===== config.mk =====
export PLATFORM = sky130hd
export DESIGN_NAME = auxRetrySeq
export DESIGN_NICKNAME = d
export VERILOG_FILES = /design/src/rtl/auxRetryPkg.sv /design/src/rtl/auxSeqData.sv /design/src/rtl/auxSeqCtrl.sv /design/src/rtl/auxRetrySeq.sv
export SDC_FILE = /design/constraint.sdc
export NUM_CORES = 1
export LEC_CHECK = 0
export BUFFER_PORTS_ARGS = -buffer_cell sky130_fd_sc_hd__buf_4
export CORE_AREA = 5 5 229 231
export CTS_CLUSTER_SIZE = 16
export DETAILED_ROUTE_END_ITERATION = 7
export DIE_AREA = 0 0 234 236
export SYNTH_ARGS = -nofsm -noshare
export SYNTH_HDL_FRONTEND = slang
export SYNTH_SLANG_ARGS = --single-unit

===== constraint.sdc =====
create_clock -name clk -period 7.82 [get_ports clk]
set_input_delay 1.564 -clock clk [delete_from_list [all_inputs] [get_ports clk]]
set_output_delay 1.564 -clock clk [all_outputs]
set_load 0.1 [all_outputs]

===== src/rtl/auxRetryPkg.sv =====
package auxRetryPkg;

  localparam logic [3:0] CMD_I2C_WR     = 4'h0;
  localparam logic [3:0] CMD_I2C_RD     = 4'h1;
  localparam logic [3:0] CMD_I2C_STAT   = 4'h2;
  localparam logic [3:0] CMD_I2C_MOT_WR = 4'h4;
  localparam logic [3:0] CMD_I2C_MOT_RD = 4'h5;
  localparam logic [3:0] CMD_NAT_WR     = 4'h8;
  localparam logic [3:0] CMD_NAT_RD     = 4'h9;

  localparam logic [1:0] REP_ACK       = 2'b00;
  localparam logic [1:0] REP_NACK      = 2'b01;
  localparam logic [1:0] REP_DEFER     = 2'b10;
  localparam logic [1:0] REP_I2C_DEFER = 2'b11;

  localparam logic [1:0] RES_OK      = 2'b00;
  localparam logic [1:0] RES_BADREQ  = 2'b01;
  localparam logic [1:0] RES_TIMEOUT = 2'b10;
  localparam logic [1:0] RES_FAIL    = 2'b11;

  typedef enum logic [2:0] {
    S_IDLE, S_CHECK, S_LAUNCH, S_WAIT, S_EVAL, S_PAUSE, S_RESP
  } seqState_t;

  typedef struct packed {
    logic latchReq;
    logic loadBudgets;
    logic clrTmr;
    logic clrPoll;
    logic countPoll;
    logic decErr;
    logic decDefer;
    logic capture;
  } seqStrobe_t;

endpackage


===== src/rtl/auxSeqData.sv =====
module auxSeqData
  import auxRetryPkg::*;
#(
  parameter int MAX_BYTES     = 16,
  parameter int ADDR_W        = 20,
  parameter int ERR_RETRIES   = 7,
  parameter int DEFER_RETRIES = 7,
  parameter int POLL_CYC      = 12500,
  parameter int MAX_POLLS     = 400,
  parameter int WR_PAUSE      = 125,
  parameter int RD_PAUSE      = 2500,
  localparam int DATA_W  = MAX_BYTES * 8,
  localparam int LENF_W  = $clog2(MAX_BYTES),
  localparam int LEN_W   = LENF_W + 2,
  localparam int CNT_W   = LENF_W + 1
) (
  input  logic               clk,
  input  logic               rstN,
  input  seqStrobe_t         str,
  input  logic [3:0]         reqCmd,
  input  logic [ADDR_W-1:0]  reqAddr,
  input  logic [LEN_W-1:0]   reqLen,
  input  logic [DATA_W-1:0]  reqData,
  input  logic [CNT_W-1:0]   chReplyCount,
  input  logic [DATA_W-1:0]  chRdData,
  output logic               cmdLegal,
  output logic               isRead,
  output logic               lenOk,
  output logic               pollTick,
  output logic               pollExpired,
  output logic               pauseDone,
  output logic               errSpent,
  output logic               deferSpent,
  output logic [3:0]         chCmd,
  output logic [ADDR_W-1:0]  chAddr,
  output logic [LENF_W-1:0]  chLenM1,
  output logic [DATA_W-1:0]  chWrData,
  output logic [CNT_W-1:0]   rspCount,
  output logic [DATA_W-1:0]  rspData
);

  localparam int TMR_MAX = (POLL_CYC > RD_PAUSE)
                           ? ((POLL_CYC > WR_PAUSE) ? POLL_CYC : WR_PAUSE)
                           : ((RD_PAUSE > WR_PAUSE) ? RD_PAUSE : WR_PAUSE);
  localparam int TMR_W   = $clog2(TMR_MAX + 1);
  localparam int POLL_W  = $clog2(MAX_POLLS + 1);
  localparam int ERR_W   = $clog2(ERR_RETRIES + 1);
  localparam int DEF_W   = $clog2(DEFER_RETRIES + 1);

  logic [3:0]        cmdReg;
  logic [ADDR_W-1:0] addrReg;
  logic [LEN_W-1:0]  lenReg;
  logic [DATA_W-1:0] dataReg;
  logic [TMR_W-1:0]  tmr;
  logic [POLL_W-1:0] pollCnt;
  logic [ERR_W-1:0]  errLeft;
  logic [DEF_W-1:0]  deferLeft;
  logic              isWrite;

  // Request capture
  always_ff @(posedge clk) begin
    if (!rstN) begin
      cmdReg  <= '0;
      addrReg <= '0;
      lenReg  <= '0;
      dataReg <= '0;
    end else if (str.latchReq) begin
      cmdReg  <= reqCmd;
      addrReg <= reqAddr;
      lenReg  <= reqLen;
      dataReg <= reqData;
    end
  end

  // Direction decode
  always_comb begin
    isRead  = 1'b0;
    isWrite = 1'b0;
    unique case (cmdReg)
      CMD_I2C_RD, CMD_I2C_STAT, CMD_I2C_MOT_RD, CMD_NAT_RD: isRead  = 1'b1;
      CMD_I2C_WR, CMD_I2C_MOT_WR, CMD_NAT_WR:               isWrite = 1'b1;
      default: ;
    endcase
  end

  assign cmdLegal = isRead | isWrite;
  assign lenOk    = (lenReg != '0) && (lenReg <= LEN_W'(MAX_BYTES));

  assign chCmd    = cmdReg;
  assign chAddr   = addrReg;
  assign chLenM1  = LENF_W'(lenReg - 1'b1);
  assign chWrData = dataReg;

  // Shared poll / pause timer
  always_ff @(posedge clk) begin
    if (!rstN || str.clrTmr) tmr <= '0;
    else if (tmr != TMR_W'(TMR_MAX)) tmr <= tmr + 1'b1;
  end

  always_ff @(posedge clk) begin
    if (!rstN || str.clrPoll) pollCnt <= '0;
    else if (str.countPoll) pollCnt <= pollCnt + 1'b1;
  end

  assign pollTick    = (tmr == TMR_W'(POLL_CYC - 1));
  assign pollExpired = (pollCnt == POLL_W'(MAX_POLLS - 1));

  // Pause length picked per direction
  generate
    if (RD_PAUSE == WR_PAUSE) begin : gSamePause
      assign pauseDone = (tmr == TMR_W'(WR_PAUSE - 1));
    end else begin : gSplitPause
      assign pauseDone = isRead ? (tmr == TMR_W'(RD_PAUSE - 1))
                                : (tmr == TMR_W'(WR_PAUSE - 1));
    end
  endgenerate

  // Two independent retry budgets
  always_ff @(posedge clk) begin
    if (!rstN) begin
      errLeft   <= '0;
      deferLeft <= '0;
    end else if (str.loadBudgets) begin
      errLeft   <= ERR_W'(ERR_RETRIES);
      deferLeft <= DEF_W'(DEFER_RETRIES);
    end else begin
      if (str.decErr)   errLeft   <= errLeft - 1'b1;
      if (str.decDefer) deferLeft <= deferLeft - 1'b1;
    end
  end

  assign errSpent   = (errLeft == '0);
  assign deferSpent = (deferLeft == '0);

  // Response capture: only bytes below the reply count, and only for reads
  always_ff @(posedge clk) begin
    if (!rstN || str.latchReq) rspCount <= '0;
    else if (str.capture) rspCount <= chReplyCount;
  end

  genvar gi;
  generate
    for (gi = 0; gi < MAX_BYTES; gi++) begin : gByte
      always_ff @(posedge clk) begin
        if (!rstN || str.latchReq)
          rspData[gi*8 +: 8] <= '0;
        else if (str.capture && isRead && (CNT_W'(gi) < chReplyCount))
          rspData[gi*8 +: 8] <= chRdData[gi*8 +: 8];
      end
    end
  endgenerate

  // the error budget only falls between loads
  assert_err_budget_R4: assert property (@(posedge clk) disable iff (!rstN)
    !str.loadBudgets |=> (errLeft <= $past(errLeft)));

  // the defer budget is never drawn below zero
  assert_defer_floor_R5: assert property (@(posedge clk) disable iff (!rstN)
    str.decDefer |-> (deferLeft != '0));

endmodule


===== src/rtl/auxSeqCtrl.sv =====
module auxSeqCtrl
  import auxRetryPkg::*;
(
  input  logic       clk,
  input  logic       rstN,
  input  logic       reqValid,
  input  logic       hpdPlugged,
  input  logic       chDone,
  input  logic [3:0] chErrFlags,
  input  logic [1:0] chReply,
  input  logic       cmdLegal,
  input  logic       isRead,
  input  logic       lenOk,
  input  logic       pollTick,
  input  logic       pollExpired,
  input  logic       pauseDone,
  input  logic       errSpent,
  input  logic       deferSpent,
  output seqStrobe_t str,
  output logic       chStart,
  output logic       chClear,
  output logic       busy,
  output logic       rspDone,
  output logic [1:0] rspCode
);

  seqState_t state, stateNxt;
  logic [1:0] codeNxt;
  logic       codeLoad;
  logic       hasErr, isDefer;

  assign hasErr  = |chErrFlags;
  assign isDefer = (chReply == REP_DEFER) || (chReply == REP_I2C_DEFER);

  always_comb begin
    stateNxt = state;
    str      = '0;
    chStart  = 1'b0;
    chClear  = 1'b0;
    codeLoad = 1'b0;
    codeNxt  = RES_OK;
    unique case (state)
      S_IDLE: if (reqValid) begin
        str.latchReq    = 1'b1;
        str.loadBudgets = 1'b1;
        stateNxt        = S_CHECK;
      end
      S_CHECK: begin
        if (!lenOk || !cmdLegal) begin
          codeLoad = 1'b1;
          codeNxt  = RES_BADREQ;
          stateNxt = S_RESP;
        end else if (isRead && !hpdPlugged) begin
          codeLoad = 1'b1;
          codeNxt  = RES_FAIL;
          stateNxt = S_RESP;
        end else begin
          stateNxt = S_LAUNCH;
        end
      end
      S_LAUNCH: begin
        chStart     = 1'b1;
        str.clrTmr  = 1'b1;
        str.clrPoll = 1'b1;
        stateNxt    = S_WAIT;
      end
      S_WAIT: if (pollTick) begin
        str.clrTmr    = 1'b1;
        str.countPoll = 1'b1;
        if (chDone || pollExpired) stateNxt = S_EVAL;
      end
      S_EVAL: begin
        if (hasErr) begin
          if (errSpent) begin
            codeLoad = 1'b1;
            codeNxt  = RES_TIMEOUT;
            stateNxt = S_RESP;
          end else begin
            str.decErr = 1'b1;
            str.clrTmr = 1'b1;
            chClear    = 1'b1;
            stateNxt   = S_PAUSE;
          end
        end else if (isDefer) begin
          if (deferSpent) begin
            codeLoad = 1'b1;
            codeNxt  = RES_TIMEOUT;
            stateNxt = S_RESP;
          end else begin
            str.decDefer = 1'b1;
            str.clrTmr   = 1'b1;
            chClear      = 1'b1;
            stateNxt     = S_PAUSE;
          end
        end else if (chReply == REP_ACK) begin
          str.capture = 1'b1;
          codeLoad    = 1'b1;
          codeNxt     = RES_OK;
          stateNxt    = S_RESP;
        end else begin
          codeLoad = 1'b1;
          codeNxt  = RES_FAIL;
          stateNxt = S_RESP;
        end
      end
      S_PAUSE: if (pauseDone) stateNxt = S_LAUNCH;
      S_RESP:  stateNxt = S_IDLE;
      default: stateNxt = S_IDLE;
    endcase
  end

  always_ff @(posedge clk) begin
    if (!rstN) begin
      state   <= S_IDLE;
      rspCode <= RES_OK;
    end else begin
      state <= stateNxt;
      if (codeLoad) rspCode <= codeNxt;
    end
  end

  assign busy    = (state != S_IDLE);
  assign rspDone = (state == S_RESP);

  // the result strobe lasts one cycle
  assert_done_pulse_R10: assert property (@(posedge clk) disable iff (!rstN)
    rspDone |=> !rspDone);

  // a launch only ever follows a legal, in-range request
  assert_launch_legal_R1: assert property (@(posedge clk) disable iff (!rstN)
    chStart |-> (cmdLegal && lenOk));

  // an unplugged read at the check goes straight to the result
  assert_unplugged_read_R3: assert property (@(posedge clk) disable iff (!rstN)
    (state == S_CHECK && cmdLegal && lenOk && isRead && !hpdPlugged) |=> (rspDone && rspCode == RES_FAIL));

  // an error reply with budget left always leads into a pause
  assert_err_retry_R4: assert property (@(posedge clk) disable iff (!rstN)
    (state == S_EVAL && hasErr && !errSpent) |=> (state == S_PAUSE));

endmodule


===== src/rtl/auxRetrySeq.sv =====
module auxRetrySeq
  import auxRetryPkg::*;
#(
  parameter int MAX_BYTES     = 16,
  parameter int ADDR_W        = 20,
  parameter int ERR_RETRIES   = 7,
  parameter int DEFER_RETRIES = 7,
  parameter int CLK_KHZ       = 125000,
  parameter int POLL_US       = 100,
  parameter int TIMEOUT_US    = 40000,
  parameter int WR_PAUSE_US   = 1,
  parameter int RD_PAUSE_US   = 20,
  localparam int DATA_W    = MAX_BYTES * 8,
  localparam int LENF_W    = $clog2(MAX_BYTES),
  localparam int LEN_W     = LENF_W + 2,
  localparam int CNT_W     = LENF_W + 1,
  localparam int POLL_RAW  = CLK_KHZ * POLL_US / 1000,
  localparam int WR_RAW    = CLK_KHZ * WR_PAUSE_US / 1000,
  localparam int RD_RAW    = CLK_KHZ * RD_PAUSE_US / 1000,
  localparam int POLL_CYC  = (POLL_RAW < 1) ? 1 : POLL_RAW,
  localparam int WR_PAUSE  = (WR_RAW < 1) ? 1 : WR_RAW,
  localparam int RD_PAUSE  = (RD_RAW < 1) ? 1 : RD_RAW,
  localparam int MAX_POLLS = (TIMEOUT_US / POLL_US < 1) ? 1 : TIMEOUT_US / POLL_US
) (
  input  logic               clk,
  input  logic               rstN,
  input  logic               reqValid,
  input  logic [3:0]         reqCmd,
  input  logic [ADDR_W-1:0]  reqAddr,
  input  logic [LEN_W-1:0]   reqLen,
  input  logic [DATA_W-1:0]  reqData,
  input  logic               hpdPlugged,
  output logic               chStart,
  output logic               chClear,
  output logic [3:0]         chCmd,
  output logic [ADDR_W-1:0]  chAddr,
  output logic [LENF_W-1:0]  chLenM1,
  output logic [DATA_W-1:0]  chWrData,
  input  logic               chDone,
  input  logic [3:0]         chErrFlags,
  input  logic [1:0]         chReply,
  input  logic [CNT_W-1:0]   chReplyCount,
  input  logic [DATA_W-1:0]  chRdData,
  output logic               busy,
  output logic               rspDone,
  output logic [1:0]         rspCode,
  output logic [CNT_W-1:0]   rspCount,
  output logic [DATA_W-1:0]  rspData
);

  seqStrobe_t str;
  logic cmdLegal, isRead, lenOk, pollTick, pollExpired, pauseDone;
  logic errSpent, deferSpent;

  auxSeqCtrl u_ctrl (
    .clk         (clk),
    .rstN        (rstN),
    .reqValid    (reqValid),
    .hpdPlugged  (hpdPlugged),
    .chDone      (chDone),
    .chErrFlags  (chErrFlags),
    .chReply     (chReply),
    .cmdLegal    (cmdLegal),
    .isRead      (isRead),
    .lenOk       (lenOk),
    .pollTick    (pollTick),
    .pollExpired (pollExpired),
    .pauseDone   (pauseDone),
    .errSpent    (errSpent),
    .deferSpent  (deferSpent),
    .str         (str),
    .chStart     (chStart),
    .chClear     (chClear),
    .busy        (busy),
    .rspDone     (rspDone),
    .rspCode     (rspCode)
  );

  auxSeqData #(
    .MAX_BYTES     (MAX_BYTES),
    .ADDR_W        (ADDR_W),
    .ERR_RETRIES   (ERR_RETRIES),
    .DEFER_RETRIES (DEFER_RETRIES),
    .POLL_CYC      (POLL_CYC),
    .MAX_POLLS     (MAX_POLLS),
    .WR_PAUSE      (WR_PAUSE),
    .RD_PAUSE      (RD_PAUSE)
  ) u_data (
    .clk          (clk),
    .rstN         (rstN),
    .str          (str),
    .reqCmd       (reqCmd),
    .reqAddr      (reqAddr),
    .reqLen       (reqLen),
    .reqData      (reqData),
    .chReplyCount (chReplyCount),
    .chRdData     (chRdData),
    .cmdLegal     (cmdLegal),
    .isRead       (isRead),
    .lenOk        (lenOk),
    .pollTick     (pollTick),
    .pollExpired  (pollExpired),
    .pauseDone    (pauseDone),
    .errSpent     (errSpent),
    .deferSpent   (deferSpent),
    .chCmd        (chCmd),
    .chAddr       (chAddr),
    .chLenM1      (chLenM1),
    .chWrData     (chWrData),
    .rspCount     (rspCount),
    .rspData      (rspData)
  );

endmodule


Yosys cells after proc, flatten, opt, wreduce, memory -nomap -nowiden
Index checks and enable logic that the tools add are counted.

word-level totals
  memories kept = 0
  input bits = 302
  latch bits = 0
  bits in registers = 325
  word-level logic and storage cells = 164
  ROM bits = 0
  bits in writable memories = 0
  output and inout bits = 295

operators by class
  reduce and logical (&&, ||, !) cells = 42
  divide/modulo/power cells = 0
  equality and inequality tests = 23
  shifts and indexed selects = 0
  add/sub/neg operators = 5
  multipliers = 0
  bitwise logic cells = 1
  multiplexer cells = 49
  magnitude comparators = 17

operators with widths
  operator                 number
  $lt A4 B5 Y1 const A     8
  $mux W3                  12
  $mux W2                  13
  $lt A3 B5 Y1 const A     4
  $mux W1                  20
  $logic_and A1 B1 Y1      19
  $pmux W3 S6              1
  $add A14 B1 Y14 const B  1
  $eq A14 B12 Y1 const B   1
  $eq A14 B14 Y1 const B   1
  $eq A14 B7 Y1 const B    1
  $ne A14 B14 Y1 const B   1
  $lt A1 B5 Y1 const A     2
  $lt A2 B5 Y1 const A     2
  $add A9 B1 Y9 const B    1
  $eq A3 B3 Y1 const B     3
  $eq A9 B9 Y1 const B     1
  $logic_not A3 Y1         3
  $eq A4 B3 Y1 const B     2
  $eq A4 B4 Y1 const B     2
  $reduce_or A4 Y1         2
  $eq A3 B2 Y1 const B     2
  $le A6 B5 Y1 const B     1
  $logic_or A1 B1 Y1       6
  20 further kinds         28

Depth between registers and ports, before layout
  depth after elaboration = 8
  depth in mapped cells = 9
  depth with buffers taken out = 7

Hierarchy
Synthesis repeated with hierarchy kept, for this count alone.

unflattened totals
  cells, all modules = 1369
  area total of the unflattened synthesis = 13096.3 um2

by module, submodules not included
  module      cells each  sequential area each (um2)  area each (um2)  instances
  auxSeqData  1310        6406.1                      12645.9          1
  auxSeqCtrl  59          100.1                       450.4            1

Worst setup path before layout
OpenSTA, ideal clock, no wires.

  path kind = input port to output port
  from = input port chErrFlags[1]
  to = output port chClear
  stages on the path = 4
  arrival = 4.487 ns
  slack = 1.769 ns
  path buffers = 1
  data required time = 6.256 ns
  path through = or4_1 -> clkbuf_1 -> and2_1 -> nor3_1

on the way
  longest elaborated chain between the ends = 3

ends and longest elaborated chain
  what                RTL line           text
  start: declaration  auxRetrySeq.sv:40  input logic [3:0] chErrFlags,
  $reduce_or A4 Y1    auxSeqCtrl.sv:32   assign hasErr = |chErrFlags;
  $mux W1             auxSeqCtrl.sv:73   if (hasErr) begin
  $mux W1             auxSeqCtrl.sv:42   unique case (state)
  end: declaration    auxRetrySeq.sv:34  output logic chClear,

Every way passes these cells.

Worst setup path in the final report
Same ends and word-level chain as after synthesis.

==> results.py <==
metrics = {
    "status": {
        "status": "finished clean",
    },
    "route": {
        "drt_iter0_drc": 402,
        "wl_per_cell_um": 17.7,
        "firstDrtPassIters": 4,
        "ant_nets": 0,
        "via_count": 11581,
        "route.detailed.drc": 0,
        "drt-total-wl_um": 46700,
        "avgViaCountPerCell": 4.38,
    },
    "cts": {
        "cts_hold_buf": 0,
        "ctsLongestPathBuffers": 3,
        "cts_buffers": 37,
        "cts_resized": 0,
        "post_cts_buffers": 0,
        "htreeDepth": 2,
        "cts_root_buf": "clkbuf_16",
        "path_clk_slew_ns": 0.06,
        "tritoncts": "yes",
        "cts_sinks": 325,
        "clk_latency_ns": 0.53,
    },
    "grt": {
        "antenna_found_initial": 6,
        "gr-total-overflow": 0,
        "grt_max_degree": 161,
        "grt_pass1_vias": 11449,
        "grt_pass1_wl_um": 68100,
        "grt.total_usage": 0.158,
    },
    "setup_path": {
        "cp_common_cell": "buf_4",
        "cp.arrival_ns": 3.16,
        "reg2reg_slack_ns": 4.57,
        "critical_path.cell_chain": "buf_4, or4_1, and2_1, nor3_1, buf_4",
        "crit_required_ns": 6.26,
        "slowest_delay_ns": 0.63,
        "endpoint_kind": "output pin",
        "start_kind": "input port",
        "crit_slowest_cell": "or4_1",
        "crit_path_max_fanout": 6,
        "worst-setup-path-type": "in -> out",
    },
    "sta": {
        "finalMaxSlewViolations": 0,
        "max_slew_margin": 0.283,
        "setup_ws_ns": 3.09,
        "worst_pin_slew_ns": 1.07,
        "final-setup-viol-count": 0,
        "period_needed_ns": 4.73,
        "max_freq_ghz": 0.212,
        "rsz0062_at_grt": "no",
        "finalSetupTns_ns": 0,
        "skew_ns": 0.00900,
        "hold_viol": 0,
        "whs_ns": 0.454,
        "post-route-period-util": 0.604,
    },
    "die": {
        "design.core.area_um2": 49900,
        "start_util": 0.245,
        "pin_count": 597,
        "dieHeight_um": 236,
        "dieArea_um2": 55200,
        "chipWidth_um": 234,
        "rows": 82,
    },
    "power": {
        "powerDensity_nw_per_um2": 344,
        "ir_drop_uv": 315,
        "finalPower_mw": 6.35,
        "p_leak_nw": 7.83,
    },
    "synthesis": {
        "synth_area_um2": 12200,
        "synth_cell_types": 46,
        "synthFlopType": "dfxtp_1",
        "synth_top_area_frac": 0.532,
        "avgSynthCellArea_um2": 8.79,
        "syn_nets": 1701,
        "synth_top_area_cell": "dfxtp_1",
        "synth_top_cells_by_area": "dfxtp_1, mux2i_1, nand2_1",
        "async_flop_share": 0,
        "synth-seq-cells": 325,
        "postSynthCellCount": 1391,
        "synth-edff-count": 0,
        "ys.warnings.count": 0,
        "synth_seq_area_share": 0.532,
    },
    "cells_and_area": {
        "syn2layout_area_growth_pct": 50.8,
        "nFillCells": 5179,
        "multi_input_area_um2": 5360,
        "layout-drive-gt1-share": 0.344,
        "final_nets": 2260,
        "seq_area_um2": 6510,
    },
    "placement": {
        "dp_hpwl_um": 35900,
        "port_buffers": 596,
        "dp_slack_ns": 3.09,
        "gp_congestion": 0.829,
    },
    "worst_hold_path": {
        "hp-class": "reg -> reg",
    },
    "job": {
        "maxCapViolCount": 0,
    },
}
## synth_stat cells, types with 3 or more instances
master and number:
a21oi_1 177, nand2b_1 4, nor3_1 12, and2_1 5, dfxtp_1 325, o21ai_0 5
nor4b_1 3, nor4_1 8, clkbuf_1 76, or4_1 4, or3_1 4, nor3_4 11
nand3_1 15, and3_1 5, xor2_1 13, nand2_1 342, mux2i_1 130, nor3b_1 5
inv_1 17, xnor2_1 13, nor2_1 167, nand4_1 8, buf_2 3, a31oi_1 4
ha_1 8
## sequential cells by signal, indices dropped and copies added (netlist names)
name              count
u_data.errLeft        3
u_data.chCmd          4
u_data.tmr           14
u_data.chWrData     128
u_data.pollCnt        9
u_data.rspData      128
u_data.chAddr        20
u_data.lenReg         6
u_data.deferLeft      3
u_ctrl.state          3
u_ctrl.rspCode        2
u_data.rspCount       5
## critical path: cells and delay by family
kind,cells,cell delay (ns)
buf+inv,2,0.47
simple gates,3,1.12
## metal layers
layer  global-route usage  part of all wire  wire length (um)
met1                0.164              0.36             16900
met2                0.284              0.50             23400
met3               0.0660              0.10              4850
met4               0.0537             0.033              1550
met5                    0            0.0014                67
## final cells by class
class	instances	area share
antenna	1	0.000136
clock buffer	57	0.0602
sequential	325	0.353
clock inverter	5	0.00156
multi-input combinational	967	0.290
inverter	17	0.00360
timing repair buffer	602	0.246
tap	672	0.0456
## cells in the final DEF (no fill, tap or decap), types with 2 or more instances in the layout
cell	Yosys	layout
a31oi_1	4	4
clkbuf_1	76	9
nand2b_1	4	4
nor4bb_1	2	2
and3_1	5	5
nand3_1	15	15
mux2i_1	130	130
and2_1	5	4
xnor2_1	13	13
nor2_1	167	167
nand2_4	0	2
nand2_1	342	340
nand4_1	8	8
clkbuf_8	0	11
buf_4	0	601
inv_1	17	16
o21a_1	2	2
nor4_1	8	8
or2_2	2	2
clkinv_2	0	4
clkbuf_16	0	37
a211oi_1	2	2
ha_1	8	8
nor3_4	11	12
a21oi_1	177	177
xor2_1	13	13
or4_1	4	4
o21ai_0	5	5
nor4b_1	3	3
nor3b_1	5	5
nor3_1	12	12
dfxtp_1	325	325
a41oi_1	2	2
or3_1	4	4
## kinds of logic after synthesis
group                    after synthesis  synth area share
AND/OR/NAND/NOR                      605             0.217
XOR/XNOR                              26            0.0186
flip-flops                           325             0.532
AO/OA/AOI/OAI                        198            0.0861
adder cells (fa/ha/maj)                8           0.00818
multiplexers                         130             0.106
buffers and inverters                 99            0.0319
## report_power, final
part	internal, mW	total, mW	switching [mW]	leakage [nW]
registers	1.86	2.00	0.137	2.64
logic	0.567	2.71	2.14	4.62
clock network	0.972	1.64	0.671	0.566
total	3.40	6.35	2.95	7.83
## through the flow
| step | instances | area, um^2 | utilization |
|---|---|---|---|
| 5_1_grt | 2645 | 18400 | 0.370 |
| 6_report | 2646 | 18400 | 0.370 |
| 3_5_place_dp | 2583 | 17300 | 0.347 |
| 4_1_cts | 2645 | 18400 | 0.370 |
| 2_1_floorplan | 1391 | 12200 | - |
| 3_3_place_gp | 2583 | 17300 | 0.347 |
## path summary, 6_finish.rpt
check                                     startpoint                    to  cells past startpoint
worst max-delay path                   chErrFlags[1]               chClear                      5
worst min register to register  u_data.chWrData[124]  u_data.chWrData[124]                      2
worst max register to register       u_ctrl.state[2]   u_data.rspData[112]                      5
worst min-delay path            u_data.chWrData[124]  u_data.chWrData[124]                      2
No activity file was read; power rests on OpenSTA's default activity.
